`config.mk`:
```
export PLATFORM = sky130hd
export DESIGN_NAME = sample_sequencer
export DESIGN_NICKNAME = d
export VERILOG_FILES = /design/src/rtl/sample_sequencer.sv
export SDC_FILE = /design/constraint.sdc
export NUM_CORES = 1
export LEC_CHECK = 0
export BUFFER_PORTS_ARGS = -buffer_cell sky130_fd_sc_hd__buf_2
export CAP_MARGIN = 20
export CORE_MARGIN = 8
export CORE_UTILIZATION = 40
export DETAILED_ROUTE_END_ITERATION = 10
export MAX_ROUTING_LAYER = met4
export REMOVE_ABC_BUFFERS = 1
export SLEW_MARGIN = 0
export SYNTH_ARGS = -nofsm -noshare
export SYNTH_HDL_FRONTEND = slang
export SYNTH_SLANG_ARGS = --single-unit
```
`constraint.sdc`:
```
create_clock -name clk -period 5 [get_ports clk]
set_clock_uncertainty 0.15 [all_clocks]
set_input_delay 0.25 -clock clk [delete_from_list [all_inputs] [get_ports clk]]
set_output_delay 0.25 -clock clk [all_outputs]
set_load 0.005 [all_outputs]
```
`src/rtl/sample_sequencer.sv`:
```
module sample_sequencer #(
  parameter int PRESCALE = 256,
  parameter int PU_W     = 10,
  parameter int GAP_W    = 10,
  parameter int BURST_W  = 3,
  parameter int NSENS    = 4
) (
  input  logic                     clk,
  input  logic                     rst_n,
  input  logic [NSENS-1:0]         sensor_en,
  input  logic [NSENS-1:0]         imm_en,
  input  logic [PU_W-1:0]          period_unit,
  input  logic [GAP_W-1:0]         filter_gap,
  input  logic [GAP_W-1:0]         sensor_gap,
  input  logic [GAP_W-1:0]         round_gap,
  input  logic [BURST_W-1:0]       burst_len,
  output logic                     req,
  output logic [$clog2(NSENS)-1:0] req_idx
);
  localparam int IDX_W = $clog2(NSENS);
  localparam int PC_W  = PU_W + $clog2(PRESCALE) + 1;

  logic [PC_W-1:0]    pcnt, limit;
  logic               tick;
  logic               busy;
  logic [IDX_W-1:0]   tgt, low_idx, above_idx, fire_s;
  logic [BURST_W-1:0] cnt, cnt_fire;
  logic [GAP_W-1:0]   wait_cnt;
  logic               above_ok, any_en, do_fire, go_idle, last_of_burst;

  assign limit = PC_W'(period_unit) * PC_W'(PRESCALE);
  assign tick  = (pcnt + 1'b1) >= limit;

  always_ff @(posedge clk) begin
    if (!rst_n)    pcnt <= '0;
    else if (tick) pcnt <= '0;
    else           pcnt <= pcnt + 1'b1;
  end

  assign any_en   = |sensor_en;
  assign fire_s   = busy ? tgt : low_idx;
  assign cnt_fire = busy ? cnt : '0;

  always_comb begin
    low_idx   = '0;
    above_idx = '0;
    above_ok  = 1'b0;
    for (int i = NSENS - 1; i >= 0; i--) begin
      if (sensor_en[i]) low_idx = IDX_W'(i);
      if (sensor_en[i] && i > int'(fire_s)) begin
        above_idx = IDX_W'(i);
        above_ok  = 1'b1;
      end
    end
  end

  assign last_of_burst = imm_en[fire_s] || (cnt_fire >= burst_len);
  assign do_fire = tick && any_en && (!busy || (wait_cnt == '0 && sensor_en[tgt]));
  assign go_idle = !any_en || (tick && busy && wait_cnt == '0 && !sensor_en[tgt]);

  always_ff @(posedge clk) begin
    if (!rst_n) begin
      req      <= 1'b0;
      req_idx  <= '0;
      busy     <= 1'b0;
      tgt      <= '0;
      cnt      <= '0;
      wait_cnt <= '0;
    end else begin
      req <= do_fire;
      if (do_fire) req_idx <= fire_s;
      if (go_idle) begin
        busy <= 1'b0;
      end else if (do_fire) begin
        busy <= 1'b1;
        if (!last_of_burst) begin
          tgt      <= fire_s;
          cnt      <= cnt_fire + 1'b1;
          wait_cnt <= filter_gap;
        end else begin
          cnt      <= '0;
          tgt      <= above_ok ? above_idx : low_idx;
          wait_cnt <= imm_en[fire_s] ? '0 : (above_ok ? sensor_gap : round_gap);
        end
      end else if (tick && busy && wait_cnt != '0) begin
        wait_cnt <= wait_cnt - 1'b1;
      end
    end
  end

  assert_reset_quiet_R1: assert property (@(posedge clk) disable iff (!rst_n)
    !$past(rst_n) |-> !req);
  assert_req_on_tick_R2: assert property (@(posedge clk) disable iff (!rst_n)
    (req && $past(rst_n)) |-> $past(tick));
  assert_req_enabled_R6: assert property (@(posedge clk) disable iff (!rst_n)
    req |-> (($past(sensor_en) >> req_idx) & NSENS'(1)) != '0);
  assert_idle_silent_R9: assert property (@(posedge clk) disable iff (!rst_n)
    ($past(sensor_en) == '0) |-> !req);
  assert_idx_known_R10: assert property (@(posedge clk) disable iff (!rst_n)
    req |-> !$isunknown(req_idx));
endmodule

```
# Word-level counts from Yosys, hierarchy flattened
# Index checks and enable logic that the tools add are counted.
dict set report totals {
  memories 0
  mem_bits_ro 0
  ramBits 0
  in_bits 53
  output_inout_bits 3
  latch_bits 0
  ff_bits 38
}
dict set report classes {
  div 0
  n_reduce_logical 24
  multipliers 0
  eq_ne 0
  order_cmp 7
  n_shift 0
  addsub 3
  n_mux 24
  bitwise_logic 2
}
# operator n
set ops {}
lappend ops {{2-to-1 mux 10 bit} 5}
lappend ops {{2-to-1 mux 2 bit} 10}
lappend ops {{adder 19 x 1 -> 19 bit, second input constant} 1}
lappend ops {{greater-or-equal comparator 19 x 18 -> 1 bit} 1}
lappend ops {{logical AND 1 bit} 10}
lappend ops {{logical NOT 10 bit} 1}
lappend ops {{nonzero test 10 bit} 1}
lappend ops {{subtractor 10 x 1 -> 10 bit, second input constant} 1}
lappend ops {{< comparator 2 x 3 -> 1 bit, second input constant} 2}
lappend ops {{2-to-1 mux 3 bit} 2}
lappend ops {{2-to-1 mux 1 bit} 5}
lappend ops {{binary-select mux 1 bit (select 2 bit)} 2}
lappend ops {{> comparator 2 bit, first input constant} 2}
lappend ops {{AND reduction 2 bit} 2}
lappend ops {{OR reduction 2 bit} 2}
lappend ops {{OR reduction 4 bit} 1}
lappend ops {{adder 3 x 1 -> 3 bit, second input constant} 1}
lappend ops {{greater-or-equal comparator 3 bit} 1}
lappend ops {{logical NOT 1 bit} 3}
lappend ops {{logical OR 1 bit} 3}
lappend ops {{> comparator 1 x 2 -> 1 bit, first input constant} 1}
lappend ops {{inverter 1 bit} 2}
lappend ops {{nonzero test 2 bit} 1}

# Depth between registers and ports, before layout
dict set report logic_depth {
  ltp_word 14
  mapped_depth 16
  mapped_depth_nobuf 14
}

# Least setup slack after synthesis
# Ideal clock, no wire load.
dict set report synth_path {
  kind {register to register}
  start {register pcnt[2]}
  end {register wait_cnt[7]}
  setup_slack_ns 1.589
  arrival_time_ns 3.141
  n_path_buf 1
  period_less_slack_ns 3.411
  path_stages_with_launch 15
  setup_time_ns 0.120
  path_cell_list {dfxtp_1 and3_1 nand3_1 nor2_1 and3_1 nand3_1 xnor2_1 ha_1 and3_1 nand4_1 or3_4 and3_4 buf_6 o31a_1 o31a_1}
}
dict set report synth_via {
  elab_chain_cells 8
  elab_cells_between_ends 13
  cone_classes {1 x add/sub; 1 x order compare; 1 x mux; 1 x bitwise; 9 x reduce/logical}
}
# element line
set synth_lines {}
lappend synth_lines {{from (decl)} 23} ;# logic [PC_W-1:0] pcnt, limit;
lappend synth_lines {{from (signal assigned)} 37} ;# else pcnt <= pcnt + 1'b1;
lappend synth_lines {{adder 19 x 1 -> 19 bit (*)} 32} ;# assign tick = (pcnt + 1'b1) >= limit;
lappend synth_lines {{greater-or-equal comparator 19 x 18 -> 1 bit (*)} 32}
lappend synth_lines {{logical AND 1 bit} {59, 85}}
lappend synth_lines {{logical AND 1 bit (2 in a row)} 59} ;# assign go_idle = !any_en || (tick && busy && wait_cnt == '0 && !sensor_en[tgt]);
lappend synth_lines {{logical OR 1 bit} 59}
lappend synth_lines {{inverter 1 bit (no source line)} n/a}
lappend synth_lines {{AND reduction 2 bit (no source line)} n/a}
lappend synth_lines {{to (signal assigned)} 79} ;# wait_cnt <= filter_gap;
lappend synth_lines {{to (signal assigned)} 83} ;# wait_cnt <= imm_en[fire_s] ? '0 : (above_ok ? sensor_gap : round_gap);
lappend synth_lines {{to (signal assigned)} 86} ;# wait_cnt <= wait_cnt - 1'b1;
lappend synth_lines {{to (decl)} 28} ;# logic [GAP_W-1:0] wait_cnt;
# Mark *: on every way between the ends. The rest lies on a longest branch, timed or not.
# A chain may end at the register's enable or synchronous reset.

# Worst setup path in the final report
dict set report layout_path {
  start {register pcnt[2]}
  end {register wait_cnt[8]}
}
# Same word-level chain as after synthesis.

==> flow_metrics.py <==
metrics = {
    "run_status": {
        "status": "finished, final reports clean",
    },
    "setup_path": {
        "crit_end": "wait_cnt[8]",
        "crit_path_end_kind": "flop",
        "reg2reg_slack_ns": 1.13,
        "reg2reg_from": "pcnt[2]",
        "cp_data_required_time_ns": 5.03,
        "crit_type": "flop to flop",
        "crit_path_start_kind": "flop",
        "reg2reg_depth": 13,
        "crit_arrival_ns": 3.90,
        "cp_max_fo": 6,
        "crit_path_start": "pcnt[2]",
        "timing.rr.end": "wait_cnt[8]",
    },
    "floorplanning": {
        "core-area_um2": 6756,
        "placementRows": 30,
        "die_y_um": 99.13,
        "io_pins": 56,
        "dieArea_um2": 9826,
        "start_util_pct": 40.91,
        "die_w_um": 99.13,
    },
    "finish": {
        "antennaDiodeCount": 0,
        "drive_above_1_share_pct": 18.88,
        "nets": 460,
        "utilization_pct": 46.72,
        "finalNonFillerCells": 472,
        "syn2layout_area_growth_pct": 14.21,
        "final_area_um2": 3157,
    },
    "sta": {
        "setup-violations-final": 0,
        "drv_slew": 0,
        "hold_viol": 0,
        "rsz0062_at_grt": "no",
        "tns_ns": 0,
        "worstMarginPinSlew_ns": 0.7083,
        "period_share_pct": 77.42,
        "fin_crit_ns": 3.871,
        "max_slew_margin_pct": 52.28,
        "finalWorstSetupSlack_ns": 1.129,
        "holdWs_ns": 0.2069,
        "max_freq_mhz": 258.3,
    },
    "place": {
        "dp.cells": 464,
        "gp_congestion": 0.8816,
        "dpl_cell_area_um2": 3067,
        "port_buffers": 55,
        "hpwl_mm": 5.292,
        "pre_cts_slack_ns": 1.156,
    },
    "global_route": {
        "grt_pass1_vias": 2493,
        "grt_start_max_net_pins": 37,
        "antenna_found_initial": 0,
        "track_usage_pct": 15.01,
        "grt_pass1_wl_mm": 11.90,
        "overflow": 0,
    },
    "routing": {
        "drc_errors": 0,
        "drtAntennaViolNets": 0,
        "vias_per_cell": 5.612,
        "drt_wl_total_mm": 7.083,
        "vias": 2649,
        "wire_per_inst_um": 15.01,
        "drtIter0Drc": 116,
        "firstDrtPassIters": 4,
    },
    "power_and_ir_drop": {
        "vdd.ir_drop.worst_mv": 0.1084,
        "leakagePower_nw": 1.449,
        "power_uw": 771.2,
        "power_density_nw_per_um2": 244.3,
    },
    "worst_hold_path": {
        "whs_path_depth": 4,
        "hold_class": "input port to flop",
    },
    "clock_tree": {
        "cts_setup_buffers": 0,
        "cts_resized": 0,
        "cts_htree_levels": 2,
        "cts_tree": "built",
        "clk_latency_ns": 0.30,
        "clkTransAtPathRegs_ns": 0.09,
        "clk_path_buf_depth": 2,
        "root_buffer": "clkbuf_8",
        "cts.sinks": 38,
        "postCtsHoldBufs": 0,
        "cts_buffers": 5,
    },
    "yosys": {
        "synth-seq-cells": 38,
        "synth_cell_type_count": 63,
        "ys_warn_count": 0,
        "ys_top_cells_by_area": "dfxtp_1, ha_1, nor2_1, mux2i_1, xor2_1",
        "synthTopCellsByCount": "dfxtp_1, nor2_1, nand2_1",
        "async_reset_ff_share_pct": 0,
        "synthMostInstantiatedCell": "dfxtp_1",
        "synth_edf_count": 0,
        "netlist_area_um2": 2764,
        "netlist_instances": 343,
        "yosysTopAreaCell": "dfxtp_1",
        "ys.flop_type": "dfxtp_1",
        "avgSynthCellArea_um2": 8.058,
        "yosysSeqAreaShare_pct": 27.52,
        "yosys.area.top_type_share_pct": 27.52,
    },
    "run": {
        "cap_violations": 0,
    },
}
==> state kept, by name (all words and copies together) (netlist names) <==
| signal | flops |
|---|---|
| cnt | 3 |
| tgt | 2 |
| busy | 1 |
| pcnt | 19 |
| req_idx | 2 |
| wait_cnt | 10 |
| req | 1 |
==> layout make-up <==
cell class / instances / area [um^2]
Timing Repair Buffer: 58 / 297.8
Clock buffer: 5 / 68.82
Inverter: 19 / 71.32
Tap cell: 80 / 100.1
Sequential cell: 38 / 760.7
Fill cell: 689 / 3600
Clock inverter: 3 / 21.27
Multi-Input combinational cell: 269 / 1837
==> worst min path at each step <==
| stage | startpoint | end | slack [ns] |
|---|---|---|---|
| 2_1_floorplan | rst_n | tgt[0] | 0.22 |
| 3_3_place_gp | pcnt[0] | pcnt[0] | 0.29 |
| 3_5_place_dp | pcnt[0] | pcnt[0] | 0.30 |
| 4_1_cts | filter_gap[5] | wait_cnt[5] | 0.21 |
| 5_1_grt | filter_gap[5] | wait_cnt[5] | 0.25 |
| 6_report | filter_gap[5] | wait_cnt[5] | 0.21 |
==> cell usage in the layout, fill, tap and decap left out, types with 2 or more instances in the layout <==
cell type / instances
o21ai_1: 3
o311a_1: 2
a2111oi_0: 3
o31a_1: 7
a2111o_1: 2
nor2b_1: 7
xnor2_1: 8
buf_4: 3
o31ai_1: 3
a21oi_1: 13
and4_1: 3
o21ai_0: 6
a31oi_1: 5
and3_1: 16
inv_1: 18
nor2_1: 37
nand3_1: 12
dfxtp_1: 38
ha_1: 16
nor3_1: 16
o211ai_1: 2
nand2_1: 27
nor4_2: 2
clkbuf_8: 5
mux2i_1: 13
nor4_1: 3
and2_1: 4
xor2_1: 12
nand4_1: 11
a211oi_1: 5
a21o_1: 2
buf_2: 55
==> worst max-delay path, stage by stage (launching register included) <==
cell,delay [ns]
dfxtp_1,0.42
and3_1,0.26
nand3_1,0.17
nor2_1,0.27
and3_1,0.24
nand3_1,0.10
xnor2_1,0.15
ha_1,0.29
and3_1,0.21
nand4_1,0.10
or3_4,0.34
a31oi_1,0.49
o211ai_1,0.18
a311o_1,0.38
==> where the power goes <==
part	total, mW	switching [mW]	internal [mW]
Combinational	0.213	0.123	0.0892
Clock	0.221	0.122	0.0981
Sequential	0.338	0.0184	0.320
Total	0.771	0.264	0.507
==> layer usage <==
layer | GRT usage, % | share of wire (%)
met1 | 18.73 | 49
met2 | 24.12 | 47
met3 | 2.793 | 2.5
met4 | 4.540 | 1.4
met5 | - | 0
==> cell families after synthesis <==
family          count (synthesis)  share of synthesized area, %
xor+xnor                       20                         6.338
other cells                     1                        0.1357
fa+ha+maj                      16                         7.243
simple gates                  147                         27.66
buf+inv                        36                         6.020
flops                          38                         27.52
mux                            15                         5.930
compound gates                 70                         19.15
No activity file was read; power rests on OpenSTA's default activity.
